$ cat src/rtl/clkstop_pkg.sv
package clkstop_pkg;

    typedef enum logic {
        REQ_RUN  = 1'b0,
        REQ_STOP = 1'b1
    } req_state_e;

    typedef struct packed {
        logic t;
        logic c;
        logic oe;
        logic stopped;
    } pair_drive_t;

    // Drive values for a pair given whether it runs after this edge and the
    // current (pre-edge) CPU phase.
    function automatic pair_drive_t pair_drive(input logic run, input logic ph);
        pair_drive_t d;
        d.t       = run ? ~ph : 1'b1;
        d.c       = run ?  ph : 1'b0;
        d.oe      = run;
        d.stopped = ~run;
        return d;
    endfunction

    localparam pair_drive_t PAIR_RESET = '{t: 1'b0, c: 1'b1, oe: 1'b1, stopped: 1'b0};

endpackage

$ cat src/rtl/clkstop_phase.sv
module clkstop_phase (
    input  logic clk,
    input  logic rst,
    output logic ph,
    output logic c_edge
);
    always_ff @(posedge clk) begin
        if (rst) ph <= 1'b0;
        else     ph <= ~ph;
    end

    // The next edge moves ph 1->0, i.e. the complement phase rises.
    assign c_edge = ph;
endmodule

$ cat src/rtl/clkstop_qual.sv
module clkstop_qual
    import clkstop_pkg::*;
#(
    parameter int STOP_DLY = 3
) (
    input  logic clk,
    input  logic rst,
    input  logic c_edge,
    input  logic stop_n,
    output logic req_dly,
    output logic busy
);
    localparam int SH = STOP_DLY - 1;

    logic       samp0;
    req_state_e state;
    logic [SH-1:0] chain;

    always_ff @(posedge clk) begin
        if (rst) begin
            samp0 <= 1'b1;
            state <= REQ_RUN;
        end else if (c_edge) begin
            samp0 <= stop_n;
            if (!samp0 && !stop_n)     state <= REQ_STOP;
            else if (samp0 && stop_n)  state <= REQ_RUN;
        end
    end

    generate
        if (SH == 1) begin : g_one
            always_ff @(posedge clk) begin
                if (rst)         chain <= '0;
                else if (c_edge) chain[0] <= (state == REQ_STOP);
            end
        end else begin : g_many
            always_ff @(posedge clk) begin
                if (rst)         chain <= '0;
                else if (c_edge) chain <= {chain[SH-2:0], (state == REQ_STOP)};
            end
        end
    endgenerate

    assign req_dly = chain[SH-1];
    assign busy    = ~samp0 | (state == REQ_STOP) | (|chain);

    initial begin
        assert (STOP_DLY >= 2 && STOP_DLY <= 6)
            else $error("STOP_DLY out of range");
    end

    // acceptance needs a low sample now and at the previous complement rise
    assert_two_sample_accept_R3: assert property (@(posedge clk) disable iff (rst)
        (state == REQ_STOP && $past(state) == REQ_RUN) |->
            ($past(c_edge) && !$past(stop_n) && !$past(samp0)));

    // release needs two high samples
    assert_two_sample_release_R8: assert property (@(posedge clk) disable iff (rst)
        (state == REQ_RUN && $past(state) == REQ_STOP) |->
            ($past(c_edge) && $past(stop_n) && $past(samp0)));
endmodule

$ cat src/rtl/clkstop_mask.sv
module clkstop_mask #(
    parameter int NPAIR = 4
) (
    input  logic             clk,
    input  logic             rst,
    input  logic             cfg_we,
    input  logic [NPAIR-1:0] cfg_mask,
    input  logic             idle,
    output logic [NPAIR-1:0] active
);
    logic [NPAIR-1:0] shadow;

    always_ff @(posedge clk) begin
        if (rst) begin
            shadow <= '0;
            active <= '0;
        end else begin
            if (cfg_we) shadow <= cfg_mask;
            if (idle)   active <= shadow;
        end
    end

    // the applied mask never moves while a stop is pending or held
    assert_mask_only_idle_R9: assert property (@(posedge clk) disable iff (rst)
        (active != $past(active)) |-> $past(idle));
endmodule

$ cat src/rtl/clkstop_pair.sv
module clkstop_pair
    import clkstop_pkg::*;
(
    input  logic clk,
    input  logic rst,
    input  logic ph,
    input  logic c_edge,
    input  logic mask_bit,
    input  logic req_dly,
    output logic out_t,
    output logic out_c,
    output logic out_oe,
    output logic out_stopped
);
    pair_drive_t drv;
    logic        want_stop;
    logic        run_nx;

    always_comb begin
        want_stop = mask_bit & req_dly;
        run_nx    = c_edge ? ~want_stop : ~drv.stopped;
    end

    always_ff @(posedge clk) begin
        if (rst) drv <= PAIR_RESET;
        else     drv <= pair_drive(run_nx, ph);
    end

    assign out_t       = drv.t;
    assign out_c       = drv.c;
    assign out_oe      = drv.oe;
    assign out_stopped = drv.stopped;

    // parked level
    assert_park_level_R5: assert property (@(posedge clk) disable iff (rst)
        out_stopped |-> (out_t && !out_c && !out_oe));

    // park only after a high phase
    assert_no_runt_R6: assert property (@(posedge clk) disable iff (rst)
        (out_stopped && !$past(out_stopped)) |-> ($past(out_t) && $past(c_edge)));

    // an unselected running pair keeps toggling
    assert_unmasked_runs_R7: assert property (@(posedge clk) disable iff (rst)
        (!mask_bit && !out_stopped) |=> (out_t != $past(out_t)));

    // legs are complementary while running
    assert_complementary_R2: assert property (@(posedge clk) disable iff (rst)
        !out_stopped |-> (out_c == !out_t));
endmodule

$ cat src/rtl/clkstop_top.sv
module clkstop_top #(
    parameter int NPAIR    = 4,
    parameter int STOP_DLY = 3
) (
    input  logic             clk,
    input  logic             rst,
    input  logic             stop_n,
    input  logic             cfg_we,
    input  logic [NPAIR-1:0] cfg_mask,
    output logic [NPAIR-1:0] pair_t,
    output logic [NPAIR-1:0] pair_c,
    output logic [NPAIR-1:0] pair_c_oe,
    output logic [NPAIR-1:0] pair_stopped
);
    logic             ph;
    logic             c_edge;
    logic             req_dly;
    logic             busy;
    logic [NPAIR-1:0] active;
    logic             idle;

    clkstop_phase u_phase (
        .clk    (clk),
        .rst    (rst),
        .ph     (ph),
        .c_edge (c_edge)
    );

    clkstop_qual #(.STOP_DLY(STOP_DLY)) u_qual (
        .clk     (clk),
        .rst     (rst),
        .c_edge  (c_edge),
        .stop_n  (stop_n),
        .req_dly (req_dly),
        .busy    (busy)
    );

    assign idle = ~busy & ~(|pair_stopped);

    clkstop_mask #(.NPAIR(NPAIR)) u_mask (
        .clk      (clk),
        .rst      (rst),
        .cfg_we   (cfg_we),
        .cfg_mask (cfg_mask),
        .idle     (idle),
        .active   (active)
    );

    generate
        for (genvar i = 0; i < NPAIR; i++) begin : g_pair
            clkstop_pair u_pair (
                .clk         (clk),
                .rst         (rst),
                .ph          (ph),
                .c_edge      (c_edge),
                .mask_bit    (active[i]),
                .req_dly     (req_dly),
                .out_t       (pair_t[i]),
                .out_c       (pair_c[i]),
                .out_oe      (pair_c_oe[i]),
                .out_stopped (pair_stopped[i])
            );
        end
    endgenerate

    // stopping happens only on complement rising edges
    assert_stop_on_cedge_R4: assert property (@(posedge clk) disable iff (rst)
        (pair_stopped != $past(pair_stopped)) |-> $past(c_edge));
endmodule

$ cat config.mk
export PLATFORM = sky130hd
export DESIGN_NAME = clkstop_top
export DESIGN_NICKNAME = d
export VERILOG_FILES = /design/src/rtl/clkstop_pkg.sv /design/src/rtl/clkstop_phase.sv /design/src/rtl/clkstop_qual.sv /design/src/rtl/clkstop_mask.sv /design/src/rtl/clkstop_pair.sv /design/src/rtl/clkstop_top.sv
export SDC_FILE = /design/constraint.sdc
export NUM_CORES = 1
export LEC_CHECK = 0
export ABC_AREA = 1
export BUFFER_PORTS_ARGS = -buffer_cell sky130_fd_sc_hd__buf_2
export CAP_MARGIN = 5
export CORE_MARGIN = 2
export CORE_UTILIZATION = 30
export DETAILED_ROUTE_END_ITERATION = 10
export PLACE_DENSITY = 0.51
export SLEW_MARGIN = 20
export SYNTH_ARGS = -nofsm -noshare
export SYNTH_HDL_FRONTEND = slang
export SYNTH_SLANG_ARGS = --single-unit
export TNS_END_PERCENT = 100
$ cat constraint.sdc
create_clock -name clk -period 1.2 [get_ports clk]
set_input_delay 0.24 -clock clk [delete_from_list [all_inputs] [get_ports clk]]
set_output_delay 0.24 -clock clk [all_outputs]
set_load 0.01 [all_outputs]
---- Yosys cells after proc, flatten, opt, wreduce, memory -nomap -nowiden ----
Cells that the tools add are included.
word-level totals
  register bits after elaboration ......... 29
  output and inout bits ................... 16
  logic and storage cells ................. 67
cells by class
  muxes and demuxes ....................... 14
  bitwise operators ....................... 23
  reductions and logical operators ........ 8
operator list
  operator             count
  NOT 1 bit            16
  two-way mux 1 bit    14
  AND 1 bit            5
  OR reduction 4 bit   1
  logical AND 1 bit    2
  zero test 1 bit      2
  bitwise OR 1 bit     2
  AND reduction 2 bit  1
  nonzero test 2 bit   1
  OR reduction 2 bit   1

---- Depth between registers and ports, before layout ----
  depth after elaboration ................. 5
  depth in mapped cells ................... 6
  gate-level depth less buffers ........... 6

---- Modules after synthesis ----
From an unflattened synthesis, not the netlist that was laid out.
unflattened totals
  cell total of the unflattened synthesis .. 159
  area, all modules ....................... 1144.8 um2
modules (own cells, without submodules)
  module         times used  cells each  area each (um2)  seq. area each (um2)
  clkstop_pair   4           18          137.6            80.1
  clkstop_mask   1           51          357.8            160.2
  clkstop_qual   1           26          178.9            80.1
  clkstop_phase  1           3           31.3             20.0
  clkstop_top    1           7           26.3             0.0

---- Worst setup path before layout ----
OpenSTA, ideal clock, no wires.
  path kind ............................... reg2reg
  from .................................... reg u_qual.samp0
  to ...................................... reg u_qual.state
  arrival ................................. 857 ps
  required time ........................... 1082 ps
  path slack .............................. 225 ps
  cell stages (with the launch flop) ...... 5
  period minus slack after synthesis ...... 975 ps
  cell sequence ........................... dfxtp_1 -> inv_1 -> ha_1 -> nor3_1 -> nor2_1
on the way
  longest elaborated chain between the ends .. 4
  elaborated cells on any way between the ends .. 6
  classes of those cells .................. 1 x mux; 5 x reduce/logical
RTL lines
  what                                  line                text
  start, declared                       clkstop_qual.sv:15  logic samp0;
  start signal, assigned                clkstop_qual.sv:24  samp0 <= stop_n;
  zero test 1 bit                       clkstop_qual.sv:25  if (!samp0 && !stop_n) state <= REQ_STOP;
  logical AND 1 bit                     clkstop_qual.sv:25
  nonzero test 2 bit (no source line)   n/a
  AND reduction 2 bit (no source line)  n/a
  end signal, assigned                  clkstop_qual.sv:22  state <= REQ_RUN;
  end signal, assigned                  clkstop_qual.sv:25
  end signal, assigned                  clkstop_qual.sv:26  else if (samp0 && stop_n) state <= REQ_RUN;
  end, declared                         clkstop_qual.sv:16  req_state_e state;
Several ways; a longest one is shown, not always the timed one.
A chain may end at the register's enable or synchronous reset.

---- Final worst setup path ----
Same ends and word-level chain as after synthesis.

==> reports/qor.csv <==
stage;metric;value;unit
routing;drt wl/cell;8.70;microns
logic_synthesis;post-synth cell types;15;
floorplan;io pins;24;
floorplan;Initial Util;30.8;%
global_route;initial antenna violation count;0;
logic_synthesis;synth top area cells;dfxtp_1 (52%), buf_4 (11%), inv_1 (6.4%);
clock_tree;root buffer cell;clkbuf_8;
routing;Via-to-Cell Ratio;4.05;
timing;fmax;941;MHz
setup_path;worst r2r path cells;5;
routing;# DRC;0;
clock_tree;Hold-fix buffers, CTS;0;
status;outcome;finished, final reports clean;
placement;placed instance count;190;
floorplan;# rows;22;
job;Max-cap violations;0;
routing;Final ANT Viol Nets;0;
logic_synthesis;Synth Net Count;145;
power;VDD IR max;0.000490;V
clock_tree;number of gates resized after CTS;0;
power;Lkg Pwr;0.629;nW
hold_path;Hold Crit Class;input pin to register;
logic_synthesis;Yosys warning total;0;
clock_tree;postcts setup bufs;0;
routing;drt pass-1 iters;2;
setup_path;RR Endpoint;u_qual.state;
final_layout;Antenna diodes;0;
global_route;first-pass GRT wire length;2910;microns
logic_synthesis;top cell type's share of synthesized area;52.3;%
timing;# setup viols final;0;
final_layout;Filler cells;387;
placement;gpl congestion;0.744;
timing;Slew headroom;82.7;%
timing;final slew viol count;0;
final_layout;Non-Filler Instances;197;
timing;Fin. Hold Viols;0;
timing;minimum clock period after layout;1.06;ns
placement;IO buf count;23;
final_layout;fraction of layout cells with a size suffix above 1;28.9;%
clock_tree;CTS Sinks;29;
clock_tree;Inserted Clock Buffers;5;
global_route;GR Overflow Total;0;
timing;unrepaired setup endpoints after global routing;false;
routing;1st-iter DRT viols;25;
routing;Post-Route WL;1710;microns
floorplan;core area;3610;sq um
clock_tree;H-tree depth;2;
timing;Fin Hold WS;0.168;ns
logic_synthesis;Seq/Total Area, Yosys;52.3;%
logic_synthesis;mean post-synth cell area;8.17;sq um
placement;dpl hpwl;1330;microns
logic_synthesis;synthesized cell area;1110;sq um
setup_path;WP data required;1.37;ns
floorplan;Die Wd;64.9;microns
timing;Setup Skew;0.00357;ns
logic_synthesis;leading area contributor after synthesis;dfxtp_1;
setup_path;Worst setup EP type;register;
setup_path;crit path to;u_qual.state;
setup_path;Setup crit start kind;register;
power;pwr dens;1690;nW/um^2
final_layout;nets@finish;158;
routing;vias;798;
clock_tree;clk buf depth;2;
floorplan;Die Span Y;64.9;microns
clock_tree;worst-skew pair later-pin latency;0.27;ns
timing;Tcrit/Tclk final;88.6;%
final_layout;Area growth syn-to-layout;11.7;%
global_route;largest net degree at the start of global routing;16;
timing;Final Worst Setup Slack;0.137;ns
logic_synthesis;FF+latch count, synth;29;
setup_path;reg2reg start;u_qual.samp0;
global_route;Total GRT Usage;9.56;%
floorplan;die area;4210;sq um
logic_synthesis;Synth Instances;136;
setup_path;CP Max Fanout;3;
placement;Place WS;0.140;ns
timing;Slew @ Worst Pin;0.259;ns
setup_path;Worst Setup SP;u_qual.samp0;
setup_path;Critical Path AT;1.23;ns
setup_path;r2r setup slk;0.14;ns
timing;final setup TNS;0;ns
global_route;vias in the first global route;728;
clock_tree;clock-pin slew on the worst setup and hold paths;0.06;ns
clock_tree;CTS tree;yes;
setup_path;Setup CP Type;register to register;
==> cells in the final DEF (no fill, tap or decap) <==
cell type and n:
o21ai_0 8, inv_2 5, nor2_1 14, inv_1 19, clkbuf_1 1, o21ai_1 1
dfxtp_1 29, buf_2 23, clkbuf_8 6, nand2_2 6, nor3_1 1, nand3_1 5
nand2_1 19, nor2_2 2, a21oi_1 8, ha_1 1, buf_4 1
==> metrics by stage <==
stage,power [mW],cell area (sq um),util [%]
after floorplan,1.32,1110,-
after global placement,1.35,1150,32.0
after detailed placement,1.35,1150,32.0
after CTS,2.13,1240,34.4
after global routing,2.22,1240,34.4
final,2.10,1240,34.4
==> per-layer routing <==
layer | vias to the layer above | track usage [%] | routed length (microns) | part of all wire, %
met1 | 351 | 9.46 | 742 | 43
met4 | 0 | 9.57 | 75 | 4.4
met5 | - | 0 | 0 | 0
met2 | 21 | 14.9 | 790 | 46
met3 | 8 | 3.65 | 106 | 6.2
li1 | 418 | - | - | -
==> critical path: stages (launching register included) <==
cell and delay (ns):
dfxtp_1 0.35, inv_1 0.06, ha_1 0.29, nor2_1 0.04
o21ai_0 0.16, nor2_1 0.05
==> cells by family after synthesis <==
kind of cell             Yosys count  share of synthesized area [%]
AND/OR/NAND/NOR                   47                           18.4
buffers and inverters             42                           20.6
flip-flops                        29                           52.3
AO/OA/AOI/OAI                     17                           7.66
adder cells (fa/ha/maj)            1                           1.13
==> cell usage after synthesis <==
cell and n:
nor2_1 14, nor3_1 1, a21oi_1 8, nand2_2 6, o21ai_0 8, ha_1 1, nand3_1 5, inv_2 5
nor2_2 2, inv_1 19, o21ai_1 1, buf_6 1, buf_4 17, nand2_1 19, dfxtp_1 29
==> sequential cells by signal, summed over array words and instances (netlist names) <==
register and cells:
g_pair.u_pair.out_c 4, g_pair.u_pair.out_oe 4, g_pair.u_pair.out_stopped 4, g_pair.u_pair.out_t 4
u_mask.active 4, u_mask.shadow 4, u_qual.chain 2, u_phase.c_edge 1
u_qual.samp0 1, u_qual.state 1
==> worst min-delay path by stage <==
| stage | slack (ns) | depth (start not counted) | to | start |
|---|---|---|---|---|
| 3_3_place_gp | 0.45 | 2 | u_mask.shadow[0] | u_mask.shadow[0] |
| 5_1_grt | 0.17 | 2 | u_phase.c_edge | rst |
| 2_1_floorplan | 0.31 | 1 | u_phase.c_edge | rst |
| 4_1_cts | 0.16 | 2 | u_phase.c_edge | rst |
| 3_5_place_dp | 0.45 | 2 | u_mask.shadow[3] | u_mask.shadow[3] |
| 6_report | 0.17 | 2 | u_phase.c_edge | rst |
==> cell type report <==
type                       instances  area [sq um]  share of cell area [%]
timing repair buffer              24           123                    9.88
inverter                          24          90.1                    7.26
clock buffer                       7          86.3                    6.96
tap                               48          60.1                    4.84
sequential                        29           581                    46.8
multi-input combinational         65           302                    24.3
==> power breakdown <==
group	switching (mW)	leakage [nW]	internal [mW]
combinational	0.151	0.345	0.0978
sequential	0.0352	0.241	1.04
clock	0.319	0.0443	0.453
Note: power is estimated with default switching activity, not from simulation.
